File: src/rtl/strip_pkg.sv
package strip_pkg;
  typedef enum logic [1:0] {
    ST_IDLE,
    ST_ISSUE,
    ST_WAIT
  } seqState_t;

  typedef struct packed {
    logic loadJob;
    logic advance;
  } ctrlStrobes_t;
endpackage

File: src/rtl/strip_control.sv
module strip_control
  import strip_pkg::*;
(
  input  logic         clk,
  input  logic         rst_n,
  input  logic         start,
  input  logic         countPositive,
  input  logic         lastStrip,
  input  logic         stripReady,
  input  logic         stripDone,
  output ctrlStrobes_t strobes,
  output logic         stripValid,
  output logic         finished
);
  seqState_t stateQ, stateD;
  logic      finishD, finishQ;

  always_comb begin
    stateD          = stateQ;
    strobes.loadJob = 1'b0;
    strobes.advance = 1'b0;
    finishD         = 1'b0;
    unique case (stateQ)
      ST_IDLE: begin
        if (start) begin
          if (countPositive) begin
            strobes.loadJob = 1'b1;
            stateD          = ST_ISSUE;
          end else begin
            finishD = 1'b1;
          end
        end
      end
      ST_ISSUE: begin
        if (stripReady) stateD = ST_WAIT;
      end
      ST_WAIT: begin
        if (stripDone) begin
          strobes.advance = 1'b1;
          if (lastStrip) begin
            finishD = 1'b1;
            stateD  = ST_IDLE;
          end else begin
            stateD = ST_ISSUE;
          end
        end
      end
      default: stateD = ST_IDLE;
    endcase
  end

  always_ff @(posedge clk) begin
    if (!rst_n) begin
      stateQ  <= ST_IDLE;
      finishQ <= 1'b0;
    end else begin
      stateQ  <= stateD;
      finishQ <= finishD;
    end
  end

  assign stripValid = (stateQ == ST_ISSUE);
  assign finished   = finishQ;
endmodule

File: src/rtl/strip_datapath.sv
module strip_datapath
  import strip_pkg::*;
#(
  parameter int MAX_VL = 64,
  parameter int CNT_W  = 32,
  parameter int IDX_W  = 32,
  localparam int VL_W  = $clog2(MAX_VL) + 1
) (
  input  logic                    clk,
  input  logic                    rst_n,
  input  ctrlStrobes_t            strobes,
  input  logic signed [CNT_W-1:0] totalCount,
  input  logic [IDX_W-1:0]        baseIndex,
  output logic                    countPositive,
  output logic                    lastStrip,
  output logic [VL_W-1:0]         stripLen,
  output logic [IDX_W-1:0]        stripIndex
);
  logic signed [CNT_W-1:0] remainQ;
  logic [IDX_W-1:0]        indexQ;
  logic [VL_W-1:0]         lenQ;
  logic [CNT_W-1:0]        modFull;
  logic [VL_W-1:0]         firstLen;
  logic signed [CNT_W-1:0] lenWide;

  assign countPositive = (totalCount > 0);
  assign modFull  = $unsigned(totalCount) % CNT_W'(MAX_VL);
  assign firstLen = (modFull == '0) ? VL_W'(MAX_VL) : VL_W'(modFull);
  assign lenWide  = $signed({{(CNT_W-VL_W){1'b0}}, lenQ});
  assign lastStrip = (remainQ <= lenWide);

  always_ff @(posedge clk) begin
    if (!rst_n) begin
      remainQ <= '0;
      indexQ  <= '0;
      lenQ    <= '0;
    end else if (strobes.loadJob) begin
      remainQ <= totalCount;
      indexQ  <= baseIndex;
      lenQ    <= firstLen;
    end else if (strobes.advance) begin
      remainQ <= remainQ - lenWide;
      indexQ  <= indexQ + IDX_W'(lenQ);
      lenQ    <= VL_W'(MAX_VL);
    end
  end

  assign stripLen   = lenQ;
  assign stripIndex = indexQ;
endmodule

File: src/rtl/strip_sequencer.sv
module strip_sequencer
  import strip_pkg::*;
#(
  parameter int MAX_VL = 64,
  parameter int CNT_W  = 32,
  parameter int IDX_W  = 32,
  localparam int VL_W  = $clog2(MAX_VL) + 1
) (
  input  logic                    clk,
  input  logic                    rst_n,
  input  logic                    start,
  input  logic signed [CNT_W-1:0] totalCount,
  input  logic [IDX_W-1:0]        baseIndex,
  output logic                    stripValid,
  input  logic                    stripReady,
  output logic [VL_W-1:0]         stripLen,
  output logic [IDX_W-1:0]        stripIndex,
  input  logic                    stripDone,
  output logic                    finished
);
  ctrlStrobes_t strobes;
  logic         countPositive;
  logic         lastStrip;

  strip_control i_control (
    .clk(clk), .rst_n(rst_n), .start(start),
    .countPositive(countPositive), .lastStrip(lastStrip),
    .stripReady(stripReady), .stripDone(stripDone),
    .strobes(strobes), .stripValid(stripValid), .finished(finished)
  );

  strip_datapath #(.MAX_VL(MAX_VL), .CNT_W(CNT_W), .IDX_W(IDX_W)) i_datapath (
    .clk(clk), .rst_n(rst_n), .strobes(strobes),
    .totalCount(totalCount), .baseIndex(baseIndex),
    .countPositive(countPositive), .lastStrip(lastStrip),
    .stripLen(stripLen), .stripIndex(stripIndex)
  );
endmodule

File: config.mk
export PLATFORM = sky130hd
export DESIGN_NAME = strip_sequencer
export DESIGN_NICKNAME = d
export VERILOG_FILES = /design/src/rtl/strip_pkg.sv /design/src/rtl/strip_control.sv /design/src/rtl/strip_datapath.sv /design/src/rtl/strip_sequencer.sv
export SDC_FILE = /design/constraint.sdc
export NUM_CORES = 1
export LEC_CHECK = 0
export BUFFER_PORTS_ARGS = -buffer_cell sky130_fd_sc_hd__buf_2
export CELL_PAD_IN_SITES_DETAIL_PLACEMENT = 1
export CELL_PAD_IN_SITES_GLOBAL_PLACEMENT = 1
export CORE_MARGIN = 2
export CORE_UTILIZATION = 42
export CTS_CLUSTER_SIZE = 16
export DETAILED_ROUTE_END_ITERATION = 10
export GPL_TIMING_DRIVEN = 0
export PLACE_DENSITY_LB_ADDON = 0.1
export SKIP_LAST_GASP = 1
export SYNTH_ARGS = -nofsm -noshare
export SYNTH_HDL_FRONTEND = slang
export SYNTH_SLANG_ARGS = --single-unit
File: constraint.sdc
create_clock -name clk -period 4.2 [get_ports clk]
set_input_delay 1.05 -clock clk [delete_from_list [all_inputs] [get_ports clk]]
set_output_delay 1.05 -clock clk [all_outputs]
set_load 0.1 [all_outputs]
# Word-level counts from Yosys, hierarchy flattened
# Index checks and enable logic that the tools add are counted.
# word_totals
regBits,74
inputBits,69
output_inout_bits,41
word_cells,42
# op_classes
n_addsub,2
magnitude_cmp,2
n_eq_ne,6
n_mux,23
reduce_logical,4
# ops
operator,count
$mux W32,4
$add A32 B7 Y32,1
$gt A32 B1 Y1 const B,1
$le A32 B8 Y1,1
$logic_not A32 Y1,1
$sub A32 B8 Y32,1
$mux W7,3
$mux W1,10
$mux W2,4
$ne A2 B2 Y1 const B,3
$pmux W2 S3,1
$reduce_and A4 Y1,1
$eq A2 B1 Y1 const B,1
$eq A2 B2 Y1 const B,1
$logic_not A2 Y1,1
$ne A2 B1 Y1 const B,1
$pmux W1 S2,1
$reduce_bool A2 Y1,1

# Longest topological paths before layout
# logic_depth
depth_word,5
mapped_depth,10
mapped_depth_nobuf,9

# Cells and area by module
# From an unflattened synthesis, not the netlist that was laid out.
# hier_totals
hier_cells,588
hier_area_um2,4728.3
# by_module_without_submodules
mod,instances,cells_each,area_each_um2
strip_datapath,1,571,4565.6
strip_control,1,17,162.7

# Worst setup path after synthesis
# Ideal clock, no wire load.
# synth_timing
kind,flip-flop to flip-flop
from,"reg i_datapath.lenQ[1], in the netlist i_datapath.stripLen[1]"
to,reg i_datapath.remainQ[17]
setup_ns,0.074
arrival_time_ns,2.986
slack_ns,1.140
path_stages_with_launch,9
path_buffers,0
synth_period_minus_slack_ns,3.060
cell_sequence,dfxtp_1 -> inv_1 -> ha_1 -> nor2b_1 -> o21bai_1 -> a31oi_1 -> or3_1 -> or3_2 -> a31oi_1
# synth_between
elab_chain_cells,3
# synth_rtl
item,line,source
"start, declared",strip_datapath.sv:21,logic [VL_W-1:0] lenQ;
"start signal, assigned",strip_datapath.sv:40,lenQ <= firstLen;
"start signal, assigned",strip_datapath.sv:44,lenQ <= VL_W'(MAX_VL);
$sub A32 B8 Y32,strip_datapath.sv:42,remainQ <= remainQ - lenWide;
$mux W32,strip_datapath.sv:41,end else if (strobes.advance) begin
$mux W32,strip_datapath.sv:37,end else if (strobes.loadJob) begin
"end signal, assigned",strip_datapath.sv:38,remainQ <= totalCount;
"end signal, assigned",strip_datapath.sv:42,
"end, declared",strip_datapath.sv:19,logic signed [CNT_W-1:0] remainQ;
# Every way passes these cells. The select of a mux whose other input is x is not followed.
# A chain may end at the register's enable or synchronous reset.

# Worst setup path in the final report
# layout_timing
from,in totalCount[20]
to,reg i_datapath.remainQ[3]
# layout_between
elab_chain_cells,5
elab_cells_between_ends,6
# layout_rtl
item,line,source
"start, declared",strip_sequencer.sv:12,"input logic signed [CNT_W-1:0] totalCount,"
$gt A32 B1 Y1 (*),strip_datapath.sv:26,assign countPositive = (totalCount > 0);
$mux W1 (*),strip_control.sv:26,if (countPositive) begin
$mux W1 (*),strip_control.sv:25,if (start) begin
$mux W1 (*),strip_control.sv:23,unique case (stateQ)
$mux W32 / $reduce_bool A2 Y1 (equally long branches),-,
# Every way passes the cells marked *; elsewhere a longest branch is shown, timed or not.

==> flow_metrics.env <==
export IMPL_run_status="finished, final reports clean"
export IMPL_synthesis_nets=667
export IMPL_synth_ff_latch_count=74
export IMPL_fillerInstances=1357
export IMPL_slew_headroom_pct=22.0
export IMPL_synth_sequential_area_ratio_pct=32.6
export IMPL_async_reset_ff_share_pct=0
export IMPL_p_per_area_nw_per_um2=424
export IMPL_gp_congestion=0.905
export IMPL_nets=786
export IMPL_cts_sinks=74
export IMPL_globalRouteTotalUtil_pct=32.7
export IMPL_core_area_sq_um=10400
export IMPL_critical_path_max_fanout=10
export IMPL_stdcell_area_sq_um=5460
export IMPL_final_core_util_pct=52.4
export IMPL_dr_first_iter_drc_count=365
export IMPL_cts_buffers=9
export IMPL_post_route_worst_setup_slack_ns=0.503
export IMPL_yosysUniqueCellTypes=58
export IMPL_worstSetupPathType="in2reg"
export IMPL_dpl_worst_slack_ns=0.204
export IMPL_type_of_element_launching_the_critical_path="input port"
export IMPL_grt_pass1_vias=5332
export IMPL_critPathArrivalTime_ns=3.98
export IMPL_maxCapViolations=0
export IMPL_min_period_over_period_pct=88.0
export IMPL_grt_antenna_before_repair=0
export IMPL_postCtsHoldBufs=0
export IMPL_die_area_sq_um=11700
export IMPL_average_routed_wire_per_standard_cell_microns=22.2
export IMPL_final_hold_viol_count=0
export IMPL_via_per_inst=6.43
export IMPL_multi_input_area_sq_um=2900
export IMPL_dp_cells=826
export IMPL_clk_latency_ns=0.37
export IMPL_synth_edff_count=0
export IMPL_finalWorstPathRequiredPeriod_ns=3.70
export IMPL_grt_setup_unrepaired="false"
export IMPL_detailedPlacementHpwl_mm=13.9
export IMPL_yosysWarningCount=0
export IMPL_postCtsSetupRepairBufs=0
export IMPL_final_max_slew_violation_count=0
export IMPL_finClkSkew_ns=0.0105
export IMPL_cts_htree_levels=3
export IMPL_tritoncts="built"
export IMPL_global_route_overflow_total=0
export IMPL_io_pins=110
export IMPL_postRouteWirelength_mm=18.7
export IMPL_post_route_total_power_mw=2.32
export IMPL_dr_total_vias=5408
export IMPL_tritonroute_pass_1_iters=5
export IMPL_ir_drop_mv=0.230
export IMPL_maximum_number_of_pins_on_one_net_before_global_route_repair=12
export IMPL_die_height_microns=108
export IMPL_fp_dieW_microns=108
export IMPL_holdCritPathClass="reg2reg"
export IMPL_timing_worst_slew_pin_value_ns=1.16
export IMPL_number_of_antenna_repair_diodes=0
export IMPL_setup_tns_ns=0
export IMPL_cts_reportedPaths_clkPinSlew_ns=0.08
export IMPL_clockRootBuffer="sky130_fd_sc_hd__clkbuf_8"
export IMPL_placed_area_sq_um=5260
export IMPL_route_antenna_remaining_nets=0
export IMPL_final_setup_violation_count=0
export IMPL_leakagePower_nw=2.11
export IMPL_core_rowCount=37
export IMPL_postSynthCellCount=582
export IMPL_post_route_drc_count=0
export IMPL_finalHoldWorstSlack_ns=0.471
export IMPL_synthToLayoutAreaGrowth_pct=20.1
export IMPL_synth_cell_area_sq_um=4540
export IMPL_port_buffers=108
export IMPL_grt_first_pass_wirelength_mm=29.0
export IMPL_post_synth_cell_area_avg_sq_um=7.81
export IMPL_seq_area_sq_um=1480
export IMPL_cts_resized_gates=0
export IMPL_worst_setup_path_end_kind="flip-flop"
export IMPL_start_util_pct=43.6
export IMPL_fmax_ghz=0.271
export IMPL_fin_cells=841
export IMPL_cp_required_ns=4.48
export IMPL_dominantRegCellSynth="sky130_fd_sc_hd__dfxtp_1"
export IMPL_fraction_of_layout_cells_with_a_size_suffix_above_1_pct=19.4
export IMPL_cts_root_to_sink_buffers=2
cell type report:
| class | count | area share, % |
|---|---|---|
| multi-input cells | 464 | 53.1 |
| repair buffers | 108 | 9.90 |
| well taps | 136 | 3.12 |
| flip-flops and latches | 74 | 27.1 |
| inverters | 13 | 0.894 |
| clock inverters | 2 | 0.642 |
| clock buffers | 13 | 3.09 |
| plain buffers | 31 | 2.13 |
Yosys cell counts (all sizes together) (8+ instances only):
cell type | count | share of area, %
and3 | 9 | 1.2
nand3 | 25 | 2.8
o211ai | 16 | 2.6
dfxtp | 74 | 33
a31oi | 20 | 2.8
nand2b | 9 | 1.2
nor3 | 24 | 2.8
o21ai | 29 | 3.2
nand2 | 50 | 4.1
a21oi | 48 | 5.3
nor2 | 47 | 3.9
xnor2 | 16 | 3.1
nor4 | 18 | 2.5
inv | 13 | 1.1
ha | 14 | 3.9
a22oi | 15 | 2.5
clkbuf | 31 | 2.6
or4 | 11 | 2.0
nand4 | 8 | 1.1
or3 | 13 | 1.8
logic make-up after synthesis:
family                     Yosys count  share of synthesized area, %
xor gates and xnor gates            21                          4.05
and+or+nand+nor                    232                          26.2
DFF                                 74                          32.6
muxes                                1                         0.220
adders and majority gates           16                          4.74
buffers and inverters               44                          3.63
AOI/OAI and AO/OA                  194                          28.6
worst paths after layout:
kind / to / slack (ns) / cells after the start / startpoint
setup / recovery: i_datapath.remainQ[3] / 0.50 / 9 / totalCount[20]
hold / removal: i_datapath.remainQ[6] / 0.47 / 2 / i_datapath.remainQ[6]
setup reg to reg: i_datapath.stripIndex[14] / 1.04 / 10 / i_datapath.stripLen[0]
hold reg to reg: i_datapath.remainQ[6] / 0.47 / 2 / i_datapath.remainQ[6]
routing by layer:
layer | GRT usage (%) | routed length, microns | vias up
li1 | - | - | 2464
met1 | 43.3 | 8020 | 2689
met2 | 53.9 | 8810 | 227
met3 | 6.09 | 1510 | 28
met4 | 10.1 | 336 | 0
met5 | 0 | 0 | -
cells in the final DEF (no fill, tap or decap), types with 6 or more instances in the layout:
master,instances
sky130_fd_sc_hd__a31oi_1,20
sky130_fd_sc_hd__nand2_1,50
sky130_fd_sc_hd__nor2_1,47
sky130_fd_sc_hd__and3_1,9
sky130_fd_sc_hd__a211oi_1,6
sky130_fd_sc_hd__nand3_1,25
sky130_fd_sc_hd__or4_1,9
sky130_fd_sc_hd__o211ai_1,16
sky130_fd_sc_hd__nor3_1,23
sky130_fd_sc_hd__buf_2,108
sky130_fd_sc_hd__xnor2_1,16
sky130_fd_sc_hd__nand4_1,8
sky130_fd_sc_hd__o21ai_0,27
sky130_fd_sc_hd__a21oi_1,48
sky130_fd_sc_hd__dfxtp_1,74
sky130_fd_sc_hd__nand2b_1,9
sky130_fd_sc_hd__clkbuf_1,32
sky130_fd_sc_hd__a22oi_1,15
sky130_fd_sc_hd__ha_1,14
sky130_fd_sc_hd__or3_1,11
sky130_fd_sc_hd__a32oi_1,6
sky130_fd_sc_hd__inv_1,12
sky130_fd_sc_hd__nor4_1,18
sky130_fd_sc_hd__a21o_1,7
sky130_fd_sc_hd__clkbuf_8,12
worst max-delay path, cell delays in order:
cell,delay [ns]
sky130_fd_sc_hd__buf_2,0.11
sky130_fd_sc_hd__nor4_1,0.43
sky130_fd_sc_hd__nand3_1,0.18
sky130_fd_sc_hd__or3_1,0.37
sky130_fd_sc_hd__clkbuf_1,0.16
sky130_fd_sc_hd__o21ai_1,0.88
sky130_fd_sc_hd__clkbuf_1,0.49
sky130_fd_sc_hd__a22oi_1,0.13
sky130_fd_sc_hd__o22ai_1,0.16
state kept, by name, summed over array words and instances (netlist names):
register               count
i_control.finished         1
i_datapath.stripLen        7
i_datapath.remainQ        32
i_control.stateQ           2
i_datapath.stripIndex     32
where the power goes:
group	switching [mW]	internal, mW	leakage [nW]
logic	0.644	0.238	1.40
clock network	0.282	0.320	0.106
registers	0.0726	0.761	0.605
No activity file was read; power rests on OpenSTA's default activity.
